<file path="src/rtl/stg_pkg.sv">
package stg_pkg;
   localparam int FIELD_W      = 13;
   localparam int HI_LSB       = 16;
   localparam int OFS_COMMIT   = 'h000;
   localparam int OFS_CTRL     = 'h004;
   localparam int OFS_AXIS     = 'h010;
   localparam int AXIS_STRIDE  = 'h008;
   localparam int ACT_DELTA    = 'h004;
   localparam int NUM_AXES     = 2;
   localparam int BIT_COMMIT   = 0;
   localparam int BIT_STANDBY  = 22;
   localparam int POL_HS       = 0;
   localparam int POL_VS       = 1;
   localparam int POL_DE       = 2;
   localparam int POL_CLK      = 3;

   typedef struct packed {
      logic [FIELD_W-1:0] total;
      logic [FIELD_W-1:0] sync;
      logic [FIELD_W-1:0] act_st;
      logic [FIELD_W-1:0] act_end;
   } axis_cfg_t;

   function automatic logic [31:0] pack_fields(logic [FIELD_W-1:0] hi, logic [FIELD_W-1:0] lo);
      return {3'b000, hi, 3'b000, lo};
   endfunction
endpackage

</file>
<file path="src/rtl/stg_axis_counter.sv">
module stg_axis_counter #(
   parameter int CNT_W = 13
) (
   input  logic             clk,
   input  logic             rst_n,
   input  logic             clr,
   input  logic             adv,
   input  logic [CNT_W-1:0] total,
   output logic [CNT_W-1:0] cnt,
   output logic             last
);
   assign last = (cnt == total - 1'b1);

   always_ff @(posedge clk or negedge rst_n) begin
      if (!rst_n)   cnt <= '0;
      else if (clr) cnt <= '0;
      else if (adv) cnt <= last ? '0 : cnt + 1'b1;
   end

   AST_CNT_IN_RANGE: assert property (@(posedge clk) disable iff (!rst_n)
      (total != '0) |-> (cnt < total));
endmodule

</file>
<file path="src/rtl/stg_window.sv">
module stg_window #(
   parameter int CNT_W = 13
) (
   input  logic [CNT_W-1:0] cnt,
   input  logic [CNT_W-1:0] sync_w,
   input  logic [CNT_W-1:0] act_st,
   input  logic [CNT_W-1:0] act_end,
   output logic             in_sync,
   output logic             in_act,
   output logic [CNT_W-1:0] offset
);
   assign in_sync = (cnt < sync_w);
   assign in_act  = (cnt >= act_st) && (cnt < act_end);
   assign offset  = in_act ? (cnt - act_st) : '0;
endmodule

</file>
<file path="src/rtl/stg_regs.sv">
module stg_regs
   import stg_pkg::*;
#(
   parameter int ADDR_W    = 12,
   parameter int H_SYNC_W  = 4,
   parameter int H_TOTAL   = 20,
   parameter int H_ACT_ST  = 6,
   parameter int H_ACT_END = 16,
   parameter int V_SYNC_W  = 2,
   parameter int V_TOTAL   = 8,
   parameter int V_ACT_ST  = 3,
   parameter int V_ACT_END = 7
) (
   input  logic              clk,
   input  logic              rst_n,
   input  logic              wr_en,
   input  logic [ADDR_W-1:0] wr_addr,
   input  logic [31:0]       wr_data,
   input  logic [ADDR_W-1:0] rd_addr,
   output logic [31:0]       rd_data,
   input  logic              frame_wrap,
   output axis_cfg_t [NUM_AXES-1:0] live_o,
   output logic              standby_o,
   output logic [3:0]        pol_o,
   output logic              cfg_taken_o
);
   localparam logic [ADDR_W-1:0] A_COMMIT = ADDR_W'(OFS_COMMIT);
   localparam logic [ADDR_W-1:0] A_CTRL   = ADDR_W'(OFS_CTRL);
   localparam axis_cfg_t DEF_H = '{total: FIELD_W'(H_TOTAL), sync: FIELD_W'(H_SYNC_W),
                                   act_st: FIELD_W'(H_ACT_ST), act_end: FIELD_W'(H_ACT_END)};
   localparam axis_cfg_t DEF_V = '{total: FIELD_W'(V_TOTAL), sync: FIELD_W'(V_SYNC_W),
                                   act_st: FIELD_W'(V_ACT_ST), act_end: FIELD_W'(V_ACT_END)};

   axis_cfg_t [NUM_AXES-1:0] pend_q;
   axis_cfg_t [NUM_AXES-1:0] live_q;
   logic armed_q;
   logic standby_q;
   logic [3:0] pol_q;
   logic taken_q;
   logic commit_wr;
   logic apply;
   logic unused_wr_bits;

   assign unused_wr_bits = ^{wr_data[31:29], wr_data[15:13]};
   assign commit_wr = wr_en && (wr_addr == A_COMMIT) && wr_data[BIT_COMMIT];
   assign apply     = armed_q && (frame_wrap || standby_q);

   always_ff @(posedge clk or negedge rst_n) begin
      if (!rst_n) begin
         pend_q    <= {DEF_V, DEF_H};
         live_q    <= {DEF_V, DEF_H};
         armed_q   <= 1'b0;
         standby_q <= 1'b0;
         pol_q     <= '0;
         taken_q   <= 1'b0;
      end else begin
         if (wr_en) begin
            if (wr_addr == A_CTRL) begin
               standby_q <= wr_data[BIT_STANDBY];
               pol_q     <= wr_data[3:0];
            end
            for (int i = 0; i < NUM_AXES; i++) begin
               if (wr_addr == ADDR_W'(OFS_AXIS + i*AXIS_STRIDE)) begin
                  pend_q[i].sync  <= wr_data[FIELD_W-1:0];
                  pend_q[i].total <= wr_data[HI_LSB +: FIELD_W];
               end
               if (wr_addr == ADDR_W'(OFS_AXIS + i*AXIS_STRIDE + ACT_DELTA)) begin
                  pend_q[i].act_end <= wr_data[FIELD_W-1:0];
                  pend_q[i].act_st  <= wr_data[HI_LSB +: FIELD_W];
               end
            end
         end
         if (apply) live_q <= pend_q;
         if (commit_wr)  armed_q <= 1'b1;
         else if (apply) armed_q <= 1'b0;
         taken_q <= apply;
      end
   end

   always_comb begin
      rd_data = '0;
      if (rd_addr == A_COMMIT) rd_data[BIT_COMMIT] = armed_q;
      if (rd_addr == A_CTRL) begin
         rd_data[BIT_STANDBY] = standby_q;
         rd_data[3:0]         = pol_q;
      end
      for (int i = 0; i < NUM_AXES; i++) begin
         if (rd_addr == ADDR_W'(OFS_AXIS + i*AXIS_STRIDE))
            rd_data = pack_fields(pend_q[i].total, pend_q[i].sync);
         if (rd_addr == ADDR_W'(OFS_AXIS + i*AXIS_STRIDE + ACT_DELTA))
            rd_data = pack_fields(pend_q[i].act_st, pend_q[i].act_end);
      end
   end

   assign live_o      = live_q;
   assign standby_o   = standby_q;
   assign pol_o       = pol_q;
   assign cfg_taken_o = taken_q;

   AST_LIVE_HOLDS: assert property (@(posedge clk) disable iff (!rst_n)
      !apply |=> $stable(live_q));
   AST_COMMIT_CLEARS: assert property (@(posedge clk) disable iff (!rst_n)
      (apply && !commit_wr) |=> !armed_q);
   AST_TAKEN_AFTER_ARM: assert property (@(posedge clk) disable iff (!rst_n)
      taken_o_chk |-> $past(armed_q));

   logic taken_o_chk;
   assign taken_o_chk = taken_q;
endmodule

</file>
<file path="src/rtl/sync_timing_gen.sv">
module sync_timing_gen
   import stg_pkg::*;
#(
   parameter int ADDR_W    = 12,
   parameter int CNT_W     = 13,
   parameter int H_SYNC_W  = 4,
   parameter int H_TOTAL   = 20,
   parameter int H_ACT_ST  = 6,
   parameter int H_ACT_END = 16,
   parameter int V_SYNC_W  = 2,
   parameter int V_TOTAL   = 8,
   parameter int V_ACT_ST  = 3,
   parameter int V_ACT_END = 7
) (
   input  logic              clk,
   input  logic              rst_n,
   input  logic              wr_en,
   input  logic [ADDR_W-1:0] wr_addr,
   input  logic [31:0]       wr_data,
   input  logic [ADDR_W-1:0] rd_addr,
   output logic [31:0]       rd_data,
   output logic              hsync_o,
   output logic              vsync_o,
   output logic              de_o,
   output logic              pclk_inv_o,
   output logic [CNT_W-1:0]  pos_x_o,
   output logic [CNT_W-1:0]  pos_y_o,
   output logic              frame_start_o,
   output logic              cfg_taken_o
);
   localparam int MAX_CNT = 2**CNT_W;

   if (CNT_W < 2 || CNT_W > FIELD_W) begin : g_bad_cnt_w
      $error("CNT_W must lie between 2 and the 13-bit field width");
   end
   if (ADDR_W < 6) begin : g_bad_addr_w
      $error("ADDR_W too narrow for the register map");
   end
   if (H_TOTAL < 1 || H_TOTAL >= MAX_CNT || V_TOTAL < 1 || V_TOTAL >= MAX_CNT) begin : g_bad_total
      $error("default totals do not fit the counters");
   end
   if (H_ACT_END > H_TOTAL || V_ACT_END > V_TOTAL || H_ACT_ST > H_ACT_END || V_ACT_ST > V_ACT_END) begin : g_bad_window
      $error("default active window lies outside the total");
   end

   axis_cfg_t [NUM_AXES-1:0] live;
   logic             standby;
   logic [3:0]       pol;
   logic             frame_wrap;
   logic             fs_q;
   logic [NUM_AXES-1:0] ax_last;
   logic [NUM_AXES-1:0] ax_sync;
   logic [NUM_AXES-1:0] ax_act;
   logic [CNT_W-1:0] ax_cnt [NUM_AXES];
   logic [CNT_W-1:0] ax_off [NUM_AXES];
   logic             de_raw;

   stg_regs #(
      .ADDR_W(ADDR_W),
      .H_SYNC_W(H_SYNC_W), .H_TOTAL(H_TOTAL), .H_ACT_ST(H_ACT_ST), .H_ACT_END(H_ACT_END),
      .V_SYNC_W(V_SYNC_W), .V_TOTAL(V_TOTAL), .V_ACT_ST(V_ACT_ST), .V_ACT_END(V_ACT_END)
   ) u_regs (
      .clk(clk), .rst_n(rst_n),
      .wr_en(wr_en), .wr_addr(wr_addr), .wr_data(wr_data),
      .rd_addr(rd_addr), .rd_data(rd_data),
      .frame_wrap(frame_wrap),
      .live_o(live), .standby_o(standby), .pol_o(pol),
      .cfg_taken_o(cfg_taken_o)
   );

   for (genvar a = 0; a < NUM_AXES; a++) begin : g_axis
      logic adv;
      if (a == 0) begin : g_line
         assign adv = 1'b1;
      end else begin : g_rows
         assign adv = ax_last[a-1];
      end

      stg_axis_counter #(.CNT_W(CNT_W)) u_cnt (
         .clk(clk), .rst_n(rst_n), .clr(standby), .adv(adv),
         .total(live[a].total[CNT_W-1:0]),
         .cnt(ax_cnt[a]), .last(ax_last[a])
      );

      stg_window #(.CNT_W(CNT_W)) u_win (
         .cnt(ax_cnt[a]),
         .sync_w(live[a].sync[CNT_W-1:0]),
         .act_st(live[a].act_st[CNT_W-1:0]),
         .act_end(live[a].act_end[CNT_W-1:0]),
         .in_sync(ax_sync[a]), .in_act(ax_act[a]), .offset(ax_off[a])
      );
   end

   assign frame_wrap = ax_last[0] & ax_last[1] & ~standby;
   assign de_raw     = ax_act[0] & ax_act[1] & ~standby;

   always_ff @(posedge clk or negedge rst_n) begin
      if (!rst_n) fs_q <= 1'b0;
      else        fs_q <= frame_wrap;
   end

   assign hsync_o       = (ax_sync[0] & ~standby) ^ pol[POL_HS];
   assign vsync_o       = (ax_sync[1] & ~standby) ^ pol[POL_VS];
   assign de_o          = de_raw ^ pol[POL_DE];
   assign pclk_inv_o    = pol[POL_CLK];
   assign pos_x_o       = de_raw ? ax_off[0] : '0;
   assign pos_y_o       = de_raw ? ax_off[1] : '0;
   assign frame_start_o = fs_q;

   AST_STANDBY_QUIET: assert property (@(posedge clk) disable iff (!rst_n)
      standby |-> (hsync_o == pol[POL_HS] && vsync_o == pol[POL_VS] && de_o == pol[POL_DE]
                   && pos_x_o == '0 && pos_y_o == '0));
   AST_FRAME_ORIGIN: assert property (@(posedge clk) disable iff (!rst_n)
      frame_start_o |-> (ax_cnt[0] == '0 && ax_cnt[1] == '0));
   AST_FRAME_PULSE_SINGLE: assert property (@(posedge clk) disable iff (!rst_n)
      frame_start_o |=> !frame_start_o);
endmodule

</file>
<file path="config.mk">
export PLATFORM = sky130hd
export DESIGN_NAME = sync_timing_gen
export DESIGN_NICKNAME = d
export VERILOG_FILES = /design/src/rtl/stg_pkg.sv /design/src/rtl/stg_axis_counter.sv /design/src/rtl/stg_window.sv /design/src/rtl/stg_regs.sv /design/src/rtl/sync_timing_gen.sv
export SDC_FILE = /design/constraint.sdc
export NUM_CORES = 1
export LEC_CHECK = 0
export ABC_AREA = 1
export CAP_MARGIN = 20
export CELL_PAD_IN_SITES_DETAIL_PLACEMENT = 0
export CELL_PAD_IN_SITES_GLOBAL_PLACEMENT = 1
export CORE_MARGIN = 1.5
export CORE_UTILIZATION = 44
export CTS_CLUSTER_DIAMETER = 100
export DETAILED_ROUTE_END_ITERATION = 7
export GPL_TIMING_DRIVEN = 0
export PLACE_DENSITY = 0.89
export SETUP_SLACK_MARGIN = 0.4
export SLEW_MARGIN = 25
export SYNTH_ARGS = -nofsm -noshare
export SYNTH_HDL_FRONTEND = slang
export SYNTH_HIERARCHICAL = 1
export SYNTH_SLANG_ARGS = --single-unit
</file>
<file path="constraint.sdc">
create_clock -name clk -period 3.4 [get_ports clk]
set_clock_uncertainty 0.05 [all_clocks]
set_input_delay 0.51 -clock clk [delete_from_list [all_inputs] [get_ports clk]]
set_output_delay 0.51 -clock clk [all_outputs]
set_load 0.01 [all_outputs]
</file>
# == After elaboration in Yosys (flattened, before gate mapping) ==
# Index checks and enable logic that the tools add are counted.
# word_totals
ff_bits,242
output_inout_bits,64
word_cells,90
# op_classes
n_addsub,6
magnitude_cmp,6
eq_ne,12
muxes,18
bitwise,10
n_reduce_logical,15
# op_table
cell,count
13-bit two-way mux,9
29-bit two-way mux,4
"12-bit by 5-bit equality test with 1-bit output, second input constant",8
13-bit < comparator,4
"13-bit by 1-bit adder with 13-bit output, second input constant",2
13-bit equality test,2
13-bit greater-or-equal comparator,2
"13-bit by 1-bit subtractor with 13-bit output, second input constant",2
13-bit subtractor,2
"12-bit by 3-bit equality test with 1-bit output, second input constant",2
12-bit zero test,2
2-bit AND reduction,5
1-bit AND,6
1-bit logical AND,5
1-bit two-way mux,4
4-bit two-way mux,1
2-bit nonzero test,2
1-bit bitwise XOR,3
1-bit logical OR,1
1-bit NOT,1

# == Longest topological paths before layout ==
# Gate-level depths: netlist (run 1).
# logic_depth
depth_word,8
mapped_depth,22

# == Modules after synthesis ==
# Netlist (run 1), hierarchy kept.
# by_module_without_submodules
module,n_inst,cells_each,area_each_um2
stg_regs,1,1058,9276.4
stg_window,2,290,1652.8
stg_axis_counter,2,245,1411.4
sync_timing_gen,1,74,385.4

# == Worst setup path after synthesis (run 1) ==
# OpenSTA, ideal clock, no wires.
# synth_timing
kind,register to output
start,"register, netlist name u_regs/live_o[15]"
end,output port pos_x_o[10]
arrival_time_ps,2018
slack_ps,822
path_stages_with_launch,15
n_path_buf,2
path_cell_list,dfstp_2 > inv_1 > ha_1 > nand2_1 > nor2_2 > nand2_1 > nand3_2 > nand2_2 > nand3_2 > nand2_4 > buf_12 > inv_2 > nand3_4 > buf_6 > nor2_2
# synth_via
elab_chain_len,5
elab_cells_between_ends,7
cone_classes,add/sub (1); order compare (1); mux (2); bitwise (2); reduce/logical (1)
# synth_rtl
element,line,source
13-bit greater-or-equal comparator *,stg_window.sv:13,assign in_act = (cnt >= act_st) && (cnt < act_end);
1-bit logical AND *,stg_window.sv:13,
named net ax_act[0],sync_timing_gen.sv:53,logic [NUM_AXES-1:0] ax_act;
1-bit AND (2 in series),sync_timing_gen.sv:95,assign de_raw = ax_act[0] & ax_act[1] & ~standby;
13-bit two-way mux *,sync_timing_gen.sv:106,assign pos_x_o = de_raw ? ax_off[0] : '0;
end: declaration,sync_timing_gen.sv:26,"output logic [CNT_W-1:0] pos_x_o,"
# The timed path passes the listed nets; every way through them passes the cells marked *.

# == Worst setup path after layout (run 1) ==
# layout_timing
start,"register, netlist name u_regs/live_o[4]"
end,output port pos_y_o[7]
# layout_via
elab_chain_len,5
# layout_rtl
element,line,source
13-bit < comparator,stg_window.sv:13,
1-bit logical AND,stg_window.sv:13,
named net ax_act[0],sync_timing_gen.sv:53,
1-bit AND (2 in series),sync_timing_gen.sv:95,
13-bit two-way mux,sync_timing_gen.sv:107,assign pos_y_o = de_raw ? ax_off[1] : '0;
end: declaration,sync_timing_gen.sv:27,"output logic [CNT_W-1:0] pos_y_o,"
# The timed path passes the listed nets, and every way through them passes these cells.

==> metrics.csv, run 1 <==
metric,value,unit
grt_pass1_vias,13800,
required,2.84,ns
worstPathMaxFanout,5,
routed_wl,51300,um
drt_iter0_markers,1335,
grt_antenna_before_repair,1,
vias,15000,
synth_top_area_cell,dfrtp_1,
cp.arrival,2.87,ns
cap_violations,0,
io_buffers,110,
synth-async-reset-ratio,100,%
core,35500,um^2
cts_tree,yes,
die_y,192,um
status,"complete, but fails checks",
dpl.hpwl,38000,um
drv_slew,0,
startpoint,u_regs/live_o[4],
cts_max_level,1,
setup_viol,24,
synth_area,15800,um^2
worstSkewPairLatency,0.54,ns
final_layout_size_suffix_gt1_share,23.1,%
dieArea,37000,um^2
drt-pass1-iter-count,6,
initial_utilization,44.5,%
critPathKind,reg2out,
fin_setup_tns,-0.359,ns
synthCells,2202,
setup_slack,-0.0321,ns
ir_worst_vdd,461,uV
hold_path_class,in2async,
grt_pass1_wl,77400,um
drt-met1-wl,23000,um
wl_met3,3500,um
dr.max_layer_used,met4,
power_density,397,nW/um^2
gp_congestion,0.878,
synthFlopType,dfrtp_1,
rsz0062_at_grt,true,
grt_max_degree,79,
violations,negative setup slack,
leakage,9.88,nW
ys_seq_area_share,38.6,%
hold_viol_final,0,
grt.total_usage,27.5,%
io_pins,123,
synth_seq_cells,242,
dr_wl_met2,23200,um
whs,0.387,ns
die_width,192,um
overflow,0,
end_kind,primary output,
r2r_start,g_axis[0].u_cnt/cnt[6],
slew_headroom,56.0,%
rrSetupSlack,0.34,ns
syn_to_final_growth,30.2,%
syn_avg_cell_area,7.17,um^2
synth_area_leaders,"dfrtp_1, nand2_1, inv_1, ha_1, dfstp_2",
drcViolationCount,0,
viasPerCell,5.15,
synth_warnings,6,
layout_commonest_cell,nand2_1,
fin_crit,3.43,ns
wire_per_inst,17.6,um
layout.nets,2577,
period_share,101,%
synth_edf_count,0,
yosysUniqueCellTypes,51,
clkTransAtPathRegs,0.06,ns
cts_buffers,26,
ant_nets,0,
tightest_slew,0.660,ns
cts.sinks,242,
fmax,291,MHz
clk_path_buf_depth,3,
mostFrequentLayoutCells,"nand2_1, inv_1, dfrtp_1",
startpoint_type,register,
yosysTopAreaCellShare,34.2,%
rows,69,
cts_root_buffer,clkbuf_16,
## synthesized netlist by cell type, types with 4 or more instances
cell type  count
o21ai_0      112
nor2_1       122
a21oi_1       57
buf_2         24
inv_2          8
nor3_1         8
buf_6          6
inv_1        356
nand3_1       95
dfstp_2       26
and2_1         4
o21a_1         4
o2111ai_1      6
nand2_4        4
nand2_2       14
buf_1          4
xor2_1         6
nand4_1       19
nand3_2       10
nor2_4        23
xnor2_1       16
nand3b_1       4
o21ai_1      111
clkbuf_1      21
a21oi_2       15
buf_4         12
dfrtp_1      216
nand2_1      743
nor2_2        44
ha_1          78
## path summary, 6_finish.rpt
path,to,depth (start not counted)
max reg2reg,u_regs/live_o[96],17
max in group asynchronous,u_regs/live_o[66],4
max,pos_y_o[7],17
min reg2reg,u_regs/live_o[52],2
min,u_regs/live_o[33],2
min in group clk,u_regs/live_o[52],2
## cell families (layout without fill, tap and decap cells)
family / count (synthesis) / after routing / synth area share, %
DFF: 242 / 242 / 38.6
adders and majority gates: 80 / 80 / 6.43
other: 2 / 9 / 0.0476
xor gates and xnor gates: 28 / 28 / 2.08
and+or+nand+nor: 1105 / 1105 / 31.1
buffers and inverters: 437 / 687 / 11.4
AOI/OAI and AO/OA: 308 / 308 / 10.4
## metal layers
metal / vias to the layer above / GRT usage (%)
li1: 7304 / -
met4: 0 / 8.68
met2: 574 / 43.3
met1: 7070 / 39.1
met5: - / 0
met3: 80 / 3.76
## area by class of cell
class	instances	area [um^2]
Multi-Input combinational cell	1529	8960
Tap cell	461	577
Clock buffer	37	763
Fill cell	3221	14900
Inverter	367	1400
Timing Repair Buffer	202	1980
Sequential cell	242	6120
Clock inverter	11	185
Antenna cell	1	2.50
Buffer	70	557
## registers in the layout, summed over array words and instances (netlist names)
signal	count
u_regs/armed_q	1
g_axis.u_cnt/cnt	26
u_regs/standby_o	1
u_regs/cfg_taken_o	1
u_regs/pend_q	104
frame_start_o	1
u_regs/pol_o	4
u_regs/live_o	104
## report_power, final
group          leakage, nW  internal (mW)  switching (mW)
Combinational         6.19          0.812            1.23
Sequential            3.23           2.92          0.0750
Clock                0.461           1.94            1.19
## repair_timing
item                                    4_1_cts  5_1_grt
hold buffers                                  1        0
setup buffers                                56       29
endpoints found under the setup margin      166      150
resized for setup                           374      150
gates cloned                                  3        0
pin swaps                                    40       64
endpoints found under the hold margin        40        0
## stage by stage
step                      worst slack [ns]  total power, mW  std cells  utilization (%)  area (um^2)
after floorplan                      0.822             4.21       2208                -        15800
after global placement               -8.47             4.64       2779             49.3        17500
after detailed placement            -0.416             4.68       2782             49.5        17600
after CTS                           0.0116             7.98       2890             55.6        19700
after global routing                -0.106             8.53       2919             57.9        20600
final                              -0.0321             8.16       2920             57.9        20600
## worst max-delay path, cell delays in order (launching register included)
cell,delay (ns)
dfstp_2,0.54
inv_2,0.04
ha_4,0.23
nand2_2,0.06
inv_2,0.04
nand2_2,0.06
nand2_2,0.06
nor2_4,0.16
nor2_4,0.05
nor2_4,0.21
nand2_4,0.09
buf_12,0.13
clkinv_8,0.04
nand3_4,0.11
buf_6,0.17
buf_16,0.14
nor2_2,0.06
buf_2,0.12
No activity file was read; power rests on OpenSTA's default activity.
==> run 2: changes to the inputs <==
CORE_UTILIZATION = 40   (was 44)
PLACE_DENSITY = 0.83   (was 0.89)
==> metrics.csv, run 2 (synthesized netlist as in run 1, its figures left out) <==
metric,value,unit
syn_to_final_growth,27.8,%
final_layout_size_suffix_gt1_share,22.6,%
cts.sinks,242,
num_antenna_cells,0,
die_width,202,um
drcViolationCount,0,
critPathKind,reg2out,
layout_commonest_cell,nand2_1,
leakage,9.72,nW
grt.total_usage,25.4,%
grt_max_degree,90,
gp_congestion,0.896,
grt_pass1_vias,13800,
end_kind,primary output,
clkTransAtPathRegs,0.06,ns
total_power,7.96,mW
cts_max_level,1,
grt_pass1_wl,79500,um
setup_slack,-0.104,ns
cts_buffers,25,
violations,negative setup slack,
hold_path_class,reg2reg,
nFillCells,3799,
critPathBufInv,7,
ir_worst_vdd,367,uV
cts_root_buffer,clkbuf_16,
clk_path_buf_depth,3,
drv_slew,0,
drt_iter0_markers,1074,
worstSkewPairLatency,0.55,ns
status,"complete, but fails checks",
power_density,395,nW/um^2
whs,0.419,ns
dieArea,40700,um^2
grt_antenna_before_repair,0,
crit_chain,inv_1 -> ha_4 -> nand2_1 -> nor2_2 -> nand2_1 -> nand3_2 -> nand2_2 -> nand3_2 -> nand2_4 -> buf_12 -> clkinv_8 -> nand3_4 -> buf_6 -> buf_12 -> buf_8 -> nor2_4 -> buf_6,
io_buffers,110,
routed_wl,52300,um
vias,14900,
mostFrequentLayoutCells,"nand2_1, inv_1, dfrtp_1",
die_y,202,um
fmax,285,MHz
hold_viol_final,0,
worstPathMaxFanout,7,
slew_headroom,53.0,%
cts_tree,yes,
setup_viol,11,
crit_family,buffers and inverters,
ant_nets,0,
dpl.hpwl,38800,um
overflow,0,
fin_setup_tns,-0.777,ns
rows,72,
cp.arrival,2.94,ns
cp_slowest_cell,dfstp_2,
layout.nets,2573,
core,38800,um^2
wire_per_inst,17.6,um
cpPeakStageDelay,0.57,ns
fin_crit,3.50,ns
viasPerCell,5.03,
tightest_slew,0.705,ns
io_pins,123,
period_share,103,%
rsz0062_at_grt,true,
place_area,17600,um^2
initial_utilization,40.7,%
drt-pass1-iter-count,6,
finalNonFillerCells,2971,
numPlacedInstances,2838,
stdcell_area,20200,um^2
cap_violations,0,
required,2.84,ns
startpoint_type,register,
run 2: cell count changes in the layout (fill, tap and decap cells not counted), moves of 5 or more:
cell,before,now
clkdlybuf4s15_1,7,0
ha_4,49,36
nand2_1,723,730
ha_1,24,38
dlygate4sd2_1,26,13
buf_2,35,47
o21ai_1,121,109
o21ai_0,87,101
clkdlybuf4s15_2,0,5
nand2_2,32,27
run 2: per-layer routing:
metal | global-route usage, % | routed length [um] | part of all wire (%) | up-vias
met3 | 3.37 | 3740 | 7.1 | 73
met1 | 36.5 | 23700 | 45 | 7039
met5 | 0 | 0 | 0 | -
li1 | - | - | - | 7282
met4 | 7.65 | 1550 | 3.0 | 0
met2 | 39.8 | 23300 | 45 | 554
run 2: area by class of cell:
class	instances	area, um^2	area share [%]
Inverter	367	1410	6.97
Clock buffer	37	731	3.62
Multi-Input combinational cell	1529	8750	43.3
Timing Repair Buffer	199	1820	9.02
Tap cell	518	648	3.21
Sequential cell	242	6120	30.4
Buffer	70	552	2.73
Clock inverter	9	149	0.738
run 2: per-stage QoR:
step / worst slack, ns / util [%]
final: -0.104 / 52.0
after global routing: -0.217 / 52.0
after CTS: -0.110 / 50.6
after detailed placement: -0.261 / 45.4
after global placement: -8.72 / 45.2
after floorplan: 0.822 / -
run 2: report_power, final:
part / internal [mW] / leakage [nW] / switching, mW
logic: 0.796 / 6.05 / 1.20
registers: 2.92 / 3.23 / 0.0699
clock network: 1.79 / 0.435 / 1.18
total: 5.50 / 9.72 / 2.46
run 2: worst reg2reg max path, cell delays in order, from the launching register on:
cell and delay (ns):
dfrtp_2 0.50, buf_6 0.15, buf_6 0.12, buf_4 0.17, xnor2_4 0.18, xor2_2 0.17, nand3_1 0.10, nor2_2 0.14
nand3_4 0.15, inv_4 0.12, nand2_1 0.08, nor2_1 0.15, inv_1 0.10, nand2_1 0.07, nand2_1 0.15, buf_4 0.24
clkbuf_4 0.22, nand2_1 0.09, o21ai_0 0.07
run 2: timing repair:
action / CTS / global route
buffers inserted: 56 / 28
endpoints found under the hold margin: 64 / 0
hold buffers: 1 / 0
gates resized for setup: 418 / 105
setup endpoints to repair: 164 / 155
pin swaps: 29 / 46
gates cloned: 1 / 1
run 2: worst paths after layout:
kind | startpoint | end | slack [ns] | depth (start not counted)
worst max-delay path | u_regs/live_o[15] | pos_x_o[5] | -0.10 | 17
worst min-delay path | u_regs/live_o[53] | u_regs/live_o[53] | 0.42 | 2
worst max register to register | g_axis[0].u_cnt/cnt[8] | u_regs/live_o[70] | 0.27 | 18
worst min register to register | u_regs/live_o[53] | u_regs/live_o[53] | 0.42 | 2
max in group asynchronous | rst_n | u_regs/live_o[94] | 1.56 | 4
min in group asynchronous | rst_n | u_regs/live_o[34] | 0.46 | 2
